`config.mk`:
```
export PLATFORM = sky130hd
export DESIGN_NAME = extint_edge_det
export DESIGN_NICKNAME = d
export VERILOG_FILES = /design/src/rtl/extint_pkg.sv /design/src/rtl/extint_sync.sv /design/src/rtl/extint_ctrl_reg.sv /design/src/rtl/extint_edge_core.sv /design/src/rtl/extint_edge_det.sv
export SDC_FILE = /design/constraint.sdc
export NUM_CORES = 1
export LEC_CHECK = 0
export BUFFER_PORTS_ARGS = -buffer_cell sky130_fd_sc_hd__buf_2
export CORE_AREA = 2 2 39 41
export CTS_CLUSTER_SIZE = 14
export DETAILED_ROUTE_END_ITERATION = 10
export DIE_AREA = 0 0 41 43
export PLACE_DENSITY = 0.53
export SLEW_MARGIN = 40
export SYNTH_ARGS = -nofsm -noshare
export SYNTH_HDL_FRONTEND = slang
export SYNTH_SLANG_ARGS = --single-unit
```
`constraint.sdc`:
```
create_clock -name clk -period 2.2 [get_ports clk]
set_input_delay 0.11 -clock clk [delete_from_list [all_inputs] [get_ports clk]]
set_output_delay 0.11 -clock clk [all_outputs]
set_load 0.01 [all_outputs]
```
`src/rtl/extint_pkg.sv`:
```
package extint_pkg;
  localparam int CTRL_W = 4;

  // bit positions of the control register
  localparam int BIT_TMR  = 0;
  localparam int BIT_BOTH = 1;
  localparam int BIT_POL  = 2;
  localparam int BIT_EN   = 3;

  typedef struct packed {
    logic in_en;      // [3]
    logic pol_high;   // [2]
    logic both_edges; // [1]
    logic tmr_en;     // [0]
  } extint_ctrl_t;
endpackage

```
`src/rtl/extint_sync.sv`:
```
module extint_sync #(
  parameter int STAGES = 2
) (
  input  logic clk,
  input  logic rst,
  input  logic d,
  output logic q
);
  logic [STAGES-1:0] chain;

  always_ff @(posedge clk) begin
    if (rst) begin
      chain <= '0;
    end else begin
      chain[0] <= d;
      for (int i = 1; i < STAGES; i++) chain[i] <= chain[i-1];
    end
  end

  assign q = chain[STAGES-1];
endmodule

```
`src/rtl/extint_ctrl_reg.sv`:
```
module extint_ctrl_reg
  import extint_pkg::*;
(
  input  logic              clk,
  input  logic              rst,
  input  logic              wr_en,
  input  logic [CTRL_W-1:0] wr_data,
  output extint_ctrl_t      ctrl
);
  extint_ctrl_t ctrl_q;

  always_ff @(posedge clk) begin
    if (rst)        ctrl_q <= '0;
    else if (wr_en) ctrl_q <= extint_ctrl_t'(wr_data);
  end

  assign ctrl = ctrl_q;

  AST_CTRL_HOLD: assert property (@(posedge clk) disable iff (rst)
    !wr_en |=> $stable(ctrl_q));
endmodule

```
`src/rtl/extint_edge_core.sv`:
```
module extint_edge_core
  import extint_pkg::*;
(
  input  logic         clk,
  input  logic         rst,
  input  extint_ctrl_t ctrl,
  input  logic         pin_s,
  input  logic         flag_clr,
  output logic         irq_flag,
  output logic         poll_level,
  output logic         tmr_gate
);
  logic lvl_now, lvl_q, evt, flag_q, tmr_q;

  // active level: forced low when the input is disabled
  always_comb lvl_now = ctrl.in_en & (pin_s == ctrl.pol_high);

  always_comb begin
    if (ctrl.both_edges) evt = lvl_now ^ lvl_q;
    else                 evt = lvl_now & ~lvl_q;
  end

  always_ff @(posedge clk) begin
    if (rst) begin
      lvl_q  <= 1'b0;
      tmr_q  <= 1'b0;
      flag_q <= 1'b0;
    end else begin
      lvl_q <= lvl_now;
      tmr_q <= ctrl.tmr_en & ctrl.in_en & pin_s;
      if (evt)           flag_q <= 1'b1;
      else if (flag_clr) flag_q <= 1'b0;
    end
  end

  assign irq_flag   = flag_q;
  assign poll_level = lvl_q;
  assign tmr_gate   = tmr_q;

  AST_FLAG_STICKY: assert property (@(posedge clk) disable iff (rst)
    (flag_q && !flag_clr) |=> flag_q);
  AST_NO_SPURIOUS_SET: assert property (@(posedge clk) disable iff (rst)
    (!flag_q && (lvl_now == lvl_q)) |=> !flag_q);
  AST_DISABLED_NO_POLL: assert property (@(posedge clk) disable iff (rst)
    !ctrl.in_en |=> !poll_level);
  AST_TMR_GATE_OFF: assert property (@(posedge clk) disable iff (rst)
    !(ctrl.tmr_en && ctrl.in_en) |=> !tmr_gate);
endmodule

```
`src/rtl/extint_edge_det.sv`:
```
module extint_edge_det
  import extint_pkg::*;
#(
  parameter int SYNC_STAGES = 2
) (
  input  logic              clk,
  input  logic              rst,
  input  logic              pin_async,
  input  logic              wr_en,
  input  logic [CTRL_W-1:0] wr_data,
  output logic [CTRL_W-1:0] rd_data,
  input  logic              flag_clr,
  output logic              irq_flag,
  output logic              poll_level,
  output logic              tmr_gate
);
  extint_ctrl_t ctrl;
  logic         pin_s;

  extint_sync #(.STAGES(SYNC_STAGES)) u_sync (
    .clk (clk),
    .rst (rst),
    .d   (pin_async),
    .q   (pin_s)
  );

  extint_ctrl_reg u_ctrl (
    .clk     (clk),
    .rst     (rst),
    .wr_en   (wr_en),
    .wr_data (wr_data),
    .ctrl    (ctrl)
  );

  extint_edge_core u_core (
    .clk        (clk),
    .rst        (rst),
    .ctrl       (ctrl),
    .pin_s      (pin_s),
    .flag_clr   (flag_clr),
    .irq_flag   (irq_flag),
    .poll_level (poll_level),
    .tmr_gate   (tmr_gate)
  );

  assign rd_data = ctrl;
endmodule

```
# Word-level counts from Yosys, hierarchy flattened
# Index checks and enable logic that the tools add are counted.
# totals
regBits	9
input_bits	9
# classes
n_eq_ne	1
muxes	3
bitwise	6
reduce_logical	1
# op_table
op	count
$and 1x1->1	4
$mux 1	3
$reduce_bool 2->1	1
$eq 1x1->1	1
$not 1->1	1
$xor 1x1->1	1

# Depth between registers and ports, before layout
# depth
depth_word	5
mapped_depth	5
ltp_nobuf	5

# Cells and area by module
# A second synthesis with hierarchy kept.
# unflattened
hier_cells	30
hier_area_um2	329.1
# modules_own_cells
mod	instances	cells_per_inst	area_each_um2	seq_area_each_um2
extint_ctrl_reg	1	13	140.1	80.1
extint_edge_core	1	13	136.4	60.1
extint_sync	1	4	52.6	40.0

# Worst setup path before layout
# No wires, ideal clock.
# synth_timing
path_kind	flip-flop to flip-flop
start	reg u_ctrl.ctrl_q (netlist bit u_ctrl.ctrl[2])
end	reg u_core.flag_q (netlist: u_core.irq_flag)
setup_ns	0.074
t_arrival_ns	1.141
required_time_ns	2.126
slack_ns	0.985
stages_incl_launch_ff	6
n_path_buf	0
cell_sequence	dfxtp_1 > xnor2_1 > and2_1 > ha_1 > nand2b_1 > a31oi_1
# synth_via
elab_chain_cells	5
elab_cells_between_ends	7
classes_between	1 x eq/ne; 2 x mux; 3 x bitwise; 1 x reduce/logical
# synth_lines
element	line_no	text
from (decl)	extint_ctrl_reg.sv:10	extint_ctrl_t ctrl_q;
from (signal assigned)	extint_ctrl_reg.sv:14	else if (wr_en) ctrl_q <= extint_ctrl_t'(wr_data);
$eq 1x1->1 (*)	extint_edge_core.sv:16	always_comb lvl_now = ctrl.in_en & (pin_s == ctrl.pol_high);
$and 1x1->1 (*)	extint_edge_core.sv:16	
named net u_core.lvl_now	extint_edge_core.sv:13	logic lvl_now, lvl_q, evt, flag_q, tmr_q;
$and 1x1->1 / $xor 1x1->1 (equally long branches)	extint_edge_core.sv:20, extint_edge_core.sv:19	
$mux 1 (*)	extint_edge_core.sv:19	if (ctrl.both_edges) evt = lvl_now ^ lvl_q;
$mux 1 / $reduce_bool 2->1 (equally long branches)	--	
to (signal assigned)	extint_edge_core.sv:27	flag_q <= 1'b0;
to (signal assigned)	extint_edge_core.sv:31	if (evt) flag_q <= 1'b1;
to (signal assigned)	extint_edge_core.sv:32	else if (flag_clr) flag_q <= 1'b0;
to (decl)	extint_edge_core.sv:13	
# The timed path passes the listed nets; every way through them passes the cells marked *.
# A chain may end at the register's enable or synchronous reset.

# Final worst setup path
# Same ends and word-level chain as after synthesis.

==> results.yml <==
cts:
  cts_hold_buffers: 0
  clkTransAtPathRegs_ps: 60
  cts_tree: "done"
  ctsResizeCount: 0
  clock-sinks: 9
  htree_num_levels: 1
  clock_path_buffers: 2
  cts_buffers: 3
  root_buffer: "clkbuf_4"
  cts_setup_buffers: 0
  insertion_delay_ps: 250
power:
  p_switching_w: 0.0000727
  switching_share: 0.219
  pwr-share-comb: 0.103
  worst_ir_drop_vdd_mv: 0.377
  clkPwrFrac: 0.368
  internal_power_w: 0.000259
  p_leak_nw: 0.222
  seq_power_share: 0.529
  power_per_cell_area_nw_per_um2: 748
  power.total_w: 0.000332
die:
  coreArea_um2: 1380
  start_util: 0.250
  rows: 14
  num_io_pins: 16
  die_area_um2: 1760
  die_w_um: 41
  fp.dieH_um: 43
timing:
  fin_crit_sh: 0.558
  setup_viol: 0
  rsz0062_at_grt: "no"
  finClkSkew_ps: 1.39
  maxSlewHeadroom: 0.915
  hold_viol_final: 0
  tightest_slew_ps: 124
  max_freq_ghz: 0.815
  slew_violations: 0
  period_minus_slack_ps: 1230
  timing.setup.tns_ps: 0
synthesis:
  synth_edf_count: 0
  yosysWarnings: 0
  synth_area_per_cell_um2: 11.1
  ys_seq_area_frac: 0.522
  synth.area.top_cells: "dfxtp_1 52%, mux2i_1 12%, buf_6 6.5%, nand2b_1 5.4%, nor2_1 4.3%"
  synth_top_area_frac: 0.522
  synth-async-reset-ratio: 0
  syn_area_um2: 345
  synth_cells: 31
  yosysMostFrequentCell: "dfxtp_1"
  synthTopCellsByCount: "9 x dfxtp_1, 4 x mux2i_1, 4 x nor2_1"
  synth_ff_type: "dfxtp_1"
  yosysTopAreaCell: "dfxtp_1"
  synth_cell_types: 13
  synth_nets: 41
  ys_ff_latch: 9
detailed_routing:
  wl_per_cell_um: 8.09
  drc: 0
  post_drt_via_cell_ratio: 3.86
  drt_first_pass_iters: 2
  drt_iter0_drc: 2
  vias: 247
  wirelength_um: 518
  ant_nets: 0
placement:
  port-buffer-count: 15
  gp_congestion: 0.645
  place_area_um2: 418
worst_setup_path:
  cp.arrival_ps: 1410
  reg2reg_depth: 5
  endpoint_kind: "flop"
  critPathMaxFanout: 3
  cp.required_ps: 2380
  worst-setup-path-type: "reg -> reg"
  cp-start-kind: "flop"
worst_hold_path:
  min_path_type: "in -> reg"
  worstHoldPathCells: 2
final_layout:
  final_net_count: 59
  syn2layout_area_growth_pct: 28.6
  fin_area_um2: 444
  antenna_cells: 0
  drive_gt1_frac: 0.375
grt:
  grt-ovfl-total: 0
  grt_max_degree: 10
  grt_pass1_wl_um: 793
  grt_usage: 0.0766
  grt_antenna_before_repair: 0
  grt_pass1_vias: 205
run:
  maxCapViolCount: 0
outcome:
  status: "complete, no violations"
==> path summary, 6_finish.rpt <==
kind,from,to,slack [ps]
min reg2reg,u_sync.chain[0]$_SDFF_PP0_,u_sync.chain[1]$_SDFF_PP0_,440
max reg2reg,u_ctrl.ctrl[2]$_SDFFE_PP0P_,u_core.irq_flag$_SDFFE_PP0P_,970
min,pin_async,u_sync.chain[0]$_SDFF_PP0_,60
max,u_ctrl.ctrl[2]$_SDFFE_PP0P_,u_core.irq_flag$_SDFFE_PP0P_,970
==> stage by stage <==
| stage | std cells | util | hold WS (ps) | worst slack (ps) |
|---|---|---|---|---|
| finish | 64 | 0.321 | 63.2 | 973 |
| global route | 64 | 0.321 | 57.6 | 877 |
| CTS | 64 | 0.321 | 50.1 | 948 |
| detailed placement | 60 | 0.302 | 323 | 968 |
| global placement | 60 | 0.302 | 318 | 997 |
| floorplan | 31 | - | 238 | 985 |
==> state kept, by name, summed over array words and instances (netlist names) <==
register and count:
u_core.tmr_gate 1, u_ctrl.ctrl 4, u_core.poll_level 1, u_sync.chain 2
u_core.irq_flag 1
==> power by group through the flow <==
stage	Sequential, W	Clock, W	Combinational, W
final	0.000176	0.000122	0.0000341
after detailed placement	0.000180	0	0.0000350
after floorplan	0.000182	0	0.0000202
after global placement	0.000180	0	0.0000344
after CTS	0.000176	0.000130	0.0000351
after global routing	0.000177	0.000143	0.0000380
==> cells in the final DEF (no fill, tap or decap) <==
cell,instances
clkbuf_4,3
clkbuf_1,1
and4b_1,1
xnor2_1,1
buf_2,15
ha_1,1
mux2i_1,4
a31oi_1,1
and2_1,1
inv_1,1
nor2_1,4
nor2b_1,2
and3b_1,1
dfxtp_1,9
nand2b_1,3
==> critical path, cell delays in order, from the launching register on <==
cell and delay (ps):
dfxtp_1 330, xnor2_1 130, and2_1 160, ha_1 260, nand2b_1 140, a31oi_1 140
==> per-layer routing <==
metal	vias to the layer above	GRT usage	routed length, um
li1	135	-	-
met1	103	0.0814	236
met2	9	0.0938	238
met3	0	0.0785	43
met4	0	0.0400	0
met5	-	0	0
==> logic make-up (layout without fill, tap and decap cells) <==
| logic type | count (synthesis) | count (layout) | share of synthesized area |
|---|---|---|---|
| compound gates | 1 | 1 | 0.0181 |
| buf+inv | 3 | 20 | 0.0761 |
| simple gates | 12 | 12 | 0.207 |
| flops | 9 | 9 | 0.522 |
| mux | 4 | 4 | 0.116 |
| fa+ha+maj | 1 | 1 | 0.0362 |
| xor+xnor | 1 | 1 | 0.0254 |
==> final cells by class <==
type | instances | area (um^2)
fill | 157 | 940
sequential | 9 | 180
multi-input combinational | 19 | 139
timing repair buffer | 15 | 75.1
clock buffer | 4 | 26.3
tap | 16 | 20.0
inverter | 1 | 3.75
(Power assumes the default switching activity.)
